===== src/rtl/lpt_port.sv =====
module lpt_port #(
  parameter int DW = 8,
  parameter int AW = 3,
  parameter logic [AW-1:0] DATA_ADDR = 3'd0,
  parameter logic [AW-1:0] STAT_ADDR = 3'd1,
  parameter logic [AW-1:0] CTRL_ADDR = 3'd2
) (
  input  logic          clk,
  input  logic          rst_n,
  input  logic          cs_n,
  input  logic          rd_n,
  input  logic          wr_n,
  input  logic [AW-1:0] addr,
  input  logic [DW-1:0] wdata,
  output logic [DW-1:0] rdata,
  input  logic          lpt_oe_n,
  output logic [DW-1:0] pd_out,
  output logic          pd_oe,
  input  logic [DW-1:0] pd_in,
  output logic          feed_pull,
  output logic          init_pull,
  input  logic          ack_n,
  input  logic          busy,
  input  logic          err_n,
  output logic          irq,
  output logic          irq_oe
);
  localparam int FEED_BIT = 1;
  localparam int INIT_BIT = 2;
  localparam int IEN_BIT  = 4;
  localparam int ST_PEND  = 2;
  localparam int ST_ERR   = 3;
  localparam int ST_ACK   = 6;
  localparam int ST_BUSY  = 7;

  logic [DW-1:0] data_q, ctrl_q;
  logic [2:0]    ack_q;
  logic [1:0]    busy_q, err_q;
  logic          pend_q;

  wire wr_en   = !cs_n && !wr_n;
  wire rd_en   = !cs_n && !rd_n;
  wire ack_up  = ack_q[1] && !ack_q[2];
  wire st_read = rd_en && (addr == STAT_ADDR);

  always_ff @(posedge clk or negedge rst_n) begin
    if (!rst_n) begin
      data_q <= '0;
      ctrl_q <= '0;
      ack_q  <= '1;
      busy_q <= '0;
      err_q  <= '1;
      pend_q <= 1'b0;
    end else begin
      if (wr_en && addr == DATA_ADDR) data_q <= wdata;
      if (wr_en && addr == CTRL_ADDR) ctrl_q <= wdata;
      ack_q  <= {ack_q[1:0], ack_n};
      busy_q <= {busy_q[0], busy};
      err_q  <= {err_q[0], err_n};
      pend_q <= ack_up || (pend_q && !st_read);
    end
  end

  always_comb begin
    rdata = '0;
    if (rd_en) begin
      case (addr)
        DATA_ADDR: rdata = lpt_oe_n ? pd_in : data_q;
        CTRL_ADDR: rdata = ctrl_q;
        STAT_ADDR: begin
          rdata[ST_BUSY] = busy_q[1];
          rdata[ST_ACK]  = ack_q[1];
          rdata[ST_ERR]  = err_q[1];
          rdata[ST_PEND] = pend_q;
        end
        default: rdata = '0;
      endcase
    end
  end

  assign pd_out    = data_q;
  assign pd_oe     = !lpt_oe_n;
  assign feed_pull = ctrl_q[FEED_BIT];
  assign init_pull = ctrl_q[INIT_BIT];
  assign irq_oe    = ctrl_q[IEN_BIT];
  assign irq       = pend_q;


  data_drive_chk: assert property (@(posedge clk) disable iff (!rst_n)
    (wr_en && addr == DATA_ADDR) |=> pd_out == $past(wdata));


  od_ctrl_chk: assert property (@(posedge clk) disable iff (!rst_n)
    (wr_en && addr == CTRL_ADDR) |=>
      (feed_pull == $past(wdata[FEED_BIT]) && init_pull == $past(wdata[INIT_BIT])));


  irq_en_chk: assert property (@(posedge clk) disable iff (!rst_n)
    (wr_en && addr == CTRL_ADDR) |=> irq_oe == $past(wdata[IEN_BIT]));


  rise_only_chk: assert property (@(posedge clk) disable iff (!rst_n)
    $rose(irq) |-> ack_q[2]);


  read_clear_chk: assert property (@(posedge clk) disable iff (!rst_n)
    (st_read && !ack_up) |=> !irq);


  no_sel_chk: assert property (@(posedge clk) disable iff (!rst_n)
    cs_n |=> ($stable(pd_out) && $stable(irq_oe) && $stable(feed_pull)));
endmodule


===== config.mk =====
export PLATFORM = sky130hd
export DESIGN_NAME = lpt_port
export DESIGN_NICKNAME = d
export VERILOG_FILES = /design/src/rtl/lpt_port.sv
export SDC_FILE = /design/constraint.sdc
export NUM_CORES = 1
export LEC_CHECK = 0
export ABC_AREA = 1
export BUFFER_PORTS_ARGS = -buffer_cell sky130_fd_sc_hd__buf_4
export CORE_ASPECT_RATIO = 0.9
export CORE_MARGIN = 4
export CORE_UTILIZATION = 43
export DETAILED_ROUTE_END_ITERATION = 12
export PLACE_DENSITY = 0.73
export SKIP_LAST_GASP = 1
export SLEW_MARGIN = 25
export SYNTH_ARGS = -nofsm -noshare
export SYNTH_HDL_FRONTEND = slang
export SYNTH_SLANG_ARGS = --single-unit
export TNS_END_PERCENT = 10

===== constraint.sdc =====
create_clock -name clk -period 1.05 [get_ports clk]
set_clock_uncertainty 0.2 [all_clocks]
set_input_delay 0.21 -clock clk [delete_from_list [all_inputs] [get_ports clk]]
set_output_delay 0.21 -clock clk [all_outputs]
set_load 0.1 [all_outputs]

Word-level counts from Yosys, hierarchy flattened
Cells that the tools add are included.
{"block": "totals", "ff_bits": 24, "in_bits": 28, "output_inout_bits": 21, "word_cells": 29}
{"block": "op_classes", "n_eq_ne": 2, "n_mux": 6, "reduce_logical": 15}
{"op": "8-bit 2-to-1 mux", "count": 2}
{"op": "2-bit one-hot mux with 3 select lines", "count": 2}
{"op": "2-bit one-hot mux with 2 select lines", "count": 2}
{"op": "1-bit logical AND", "count": 7}
{"op": "1-bit logical NOT", "count": 6}
{"op": "3-bit by 1-bit == test with 1-bit output, second input constant", "count": 1}
{"op": "3-bit by 2-bit == test with 1-bit output, second input constant", "count": 1}
{"op": "3-bit logical NOT", "count": 1}
{"op": "1-bit logical OR", "count": 1}

Logic depth before layout (Yosys ltp)
{"block": "depth", "word_depth": 6, "ltp_mapped": 7, "ltp_nobuf": 6}

Worst setup path before layout
Ideal clock, no wire load.
{"block": "synth_path", "kind": "register -> output", "from": "reg data_q[4] (netlist: pd_out[4])", "to": "out rdata[4]", "arrival_time_ps": 2651, "required_time_ps": 640, "path_slack_ps": -2011, "stages_incl_launch_ff": 5, "n_path_buf": 0, "path_cell_list": "dfrtp_1 -> nand2_1 -> nand2_1 -> nand2_1 -> a21oi_1"}
{"block": "synth_via", "elab_chain_len": 3}
{"item": "start: declaration", "line_no": "36", "text": "logic [DW-1:0] data_q, ctrl_q;"}
{"item": "start signal: assignment", "line_no": "55", "text": "if (wr_en && addr == DATA_ADDR) data_q <= wdata;"}
{"item": "8-bit 2-to-1 mux", "line_no": "68", "text": "DATA_ADDR: rdata = lpt_oe_n ? pd_in : data_q;"}
{"item": "2-bit one-hot mux with 2 select lines", "line_no": "67", "text": "case (addr)"}
{"item": "8-bit 2-to-1 mux", "line_no": "66", "text": "if (rd_en) begin"}
{"item": "end: declaration", "line_no": "15", "text": "output logic [DW-1:0] rdata,"}
Every way passes these cells.

Final worst setup path
{"block": "layout_path", "from": "reg ack_q[1]", "to": "out rdata[6]"}
{"block": "layout_via", "elab_chain_len": 2}
{"item": "start: declaration", "line_no": "37", "text": "logic [2:0] ack_q;"}
{"item": "start signal: assignment", "line_no": "57", "text": "ack_q <= {ack_q[1:0], ack_n};"}
{"item": "2-bit one-hot mux with 3 select lines", "line_no": "67"}
{"item": "8-bit 2-to-1 mux", "line_no": "66"}
Every way passes these cells.

==> impl_metrics.csv <==
group,metric,value,unit
logic_synthesis,synth-seq-cells,24,
layout,multi_input_area,645.6,µm²
timing,tightest_slew,0.2879,ns
pwr,p_int,1.883,mW
worst_setup_path,critical_path.startpoint,"ack_q[1]",
worst_setup_path,arrival,1.42,ns
layout,area_delta_synth_final,71.14,%
logic_synthesis,synth_nets,180,
logic_synthesis,synth.avg_cell_area,8.413,µm²
worst_setup_path,crit_required,0.64,ns
global_routing,grt-ovfl-total,0,
clocking,cts_tree,"yes",
timing,finalCritPeriodShare,1.745,
placed_design,place.gp.congestion,0.7914,
logic_synthesis,seq_area_frac_synth,0.4746,
run_status,status,"finished with violations",
placed_design,port-buffer-count,48,
layout,nFillCells,208,
layout,final_cell_mix,"buf_4, nand2_1, o21ai_2",
clocking,clk_latency,0.32,ns
layout,final_nets,267,
worst_setup_path,critical_path_class,"reg2out",
worst_setup_path,start_kind,"register",
layout,antennaDiodeCount,0,
pwr,switchingPower,1.488,mW
run_status,violations,"setup timing",
global_routing,grt_max_degree,25,
die,core_region_area,0.002793,mm²
logic_synthesis,yosysUniqueCellTypes,20,
worst_hold_path,hp-class,"in2async",
routing,ant_nets,0,
clocking,root_buffer,"clkbuf_4",
layout,drive_above_1_share,0.6134,
routing,routedWlPerCell,12.58,µm
clocking,path_clk_slew,0.13,ns
placed_design,dp_slack,-0.6057,ns
worst_setup_path,rr_worst_depth,3,
routing,viasPerCell,4.475,
pwr,p_comb_frac,0.494,
timing,rsz0062_at_grt,"true",
flow_run,cap_violations,0,
timing,finalHoldViolations,0,
routing,via_count,1244,
die,initial_core_util,0.4579,
timing,final-max-slew-violation-count,0,
layout,layout_commonest_cell,"buf_4",
clocking,cts.sinks,24,
timing,min_period,1.832,ns
logic_synthesis,netlist_area,0.001279,mm²
pwr,p_per_area,1541,mW/mm²
timing,setup_violations,38,
clocking,clock_path_buffers,2,
timing,holdWs,0.1052,ns
worst_setup_path,crit_fanout,2,
die,rows,18,
timing,slew_headroom,0.8081,
pwr,switching_share,0.4415,
global_routing,track_usage,0.1939,
clocking,numCtsBuffers,3,
logic_synthesis,synth_warnings,0,
global_routing,antenna_found_initial,0,
worst_setup_path,cp-end-kind,"output port",
clocking,cts_max_level,1,
pwr,clkPwrFrac,0.142,
timing,fmax,0.5458,GHz
pwr,leakage,1.094,nW
global_routing,grt_first_pass_wirelength,5.706,mm
placed_design,dp.final_hpwl,2.555,mm
die,ioPinCount,49,
routing,firstDrtPassIters,4,
logic_synthesis,syn_inst,152,
routing,drc,0,
timing,final.setup.worst_slack,-0.7822,ns
layout,seq_area,651.9,µm²
die,dieWidth,65.48,µm
worst_setup_path,r2r_start,"ack_q[1]",
clocking,post_cts_buffers,0,
pwr,vdd_ir_drop_max,0.001567,V
pwr,seq_power_share,0.365,
global_routing,grt_pass1_vias,1242,
routing,wirelength,3.496,mm
die,dieArea,0.003911,mm²
die,fp.dieH,59.74,µm
routing,drt_iter0_markers,81,
state kept, by name, summed over array words and instances (netlist names):
name / cells
ack_q: 3
busy_q: 2
ctrl_q: 8
err_q: 2
irq: 1
pd_out: 8
critical path: stages (launching register included):
cell and delay [ns]:
dfstp_2 0.56, nand4_1 0.10, nand2_1 0.10, nor2_2 0.06
nor2_4 0.10, buf_12 0.18
cells by family after synthesis:
| group | after synthesis | synth area share |
|---|---|---|
| buf+inv | 26 | 0.09294 |
| simple gates | 80 | 0.2994 |
| compound gates | 22 | 0.1331 |
| flops | 24 | 0.4746 |
worst paths after layout:
| kind | end | slack [ns] |
|---|---|---|
| min | busy_q[1] | 0.11 |
| min reg2reg | err_q[1] | 0.17 |
| min in group clk | pd_out[2] | 0.11 |
| max reg2reg | irq | -0.05 |
| max | rdata[6] | -0.78 |
| max in group asynchronous | ack_q[2] | 0.25 |
final cells by class:
type,count,area share
tap,40,0.02287
inverter,22,0.04002
multi-input combinational,102,0.2950
sequential,24,0.2979
timing repair buffer,86,0.3276
clock buffer,4,0.01658
through the flow:
step / area, µm² / utilization / power (mW) / std cells / TNS (ns)
after floorplan: 1408 / - / 2.310 / 152 / -8.037
after global placement: 1981 / 0.7092 / 2.832 / 262 / -12.79
after detailed placement: 1981 / 0.7092 / 2.854 / 262 / -13.50
after CTS: 2188 / 0.7836 / 3.390 / 278 / -13.44
after global routing: 2188 / 0.7836 / 3.521 / 278 / -15.11
final: 2188 / 0.7836 / 3.372 / 278 / -13.28
metal layers:
metal	part of all wire	up-vias	wire length, µm	track usage
met1	0.45	572	1559	0.2458
met5	0	-	0	0
met4	0.0054	0	19	0.05325
met2	0.51	29	1776	0.3564
li1	-	641	-	-
met3	0.040	2	140	0.01692
synthesized netlist by cell type, drive strengths merged:
cell type,n,share of area
nand3,5,0.020
clkbuf,1,0.0029
nand4,4,0.020
buf,3,0.022
o21ai,18,0.12
dfstp,5,0.10
nor2,23,0.092
nand2,47,0.16
inv,22,0.068
dfrtp,19,0.37
or2,1,0.0049
a21oi,4,0.016
what timing repair did:
item                                   CTS  global route
hold buffers                            12             0
pin swaps                                8             4
endpoints found under the hold margin   43             0
resized for setup                       14             0
setup endpoints to repair               38            38
power groups by stage:
stage                     sequential [mW]  clock, mW  combinational (mW)
after floorplan                      1.91          0               0.403
after global placement               1.24          0                1.59
after detailed placement             1.24          0                1.61
after CTS                            1.23      0.499                1.66
after global routing                 1.25      0.527                1.74
final                                1.23      0.478                1.66
Power figures use the tool's default switching activity.
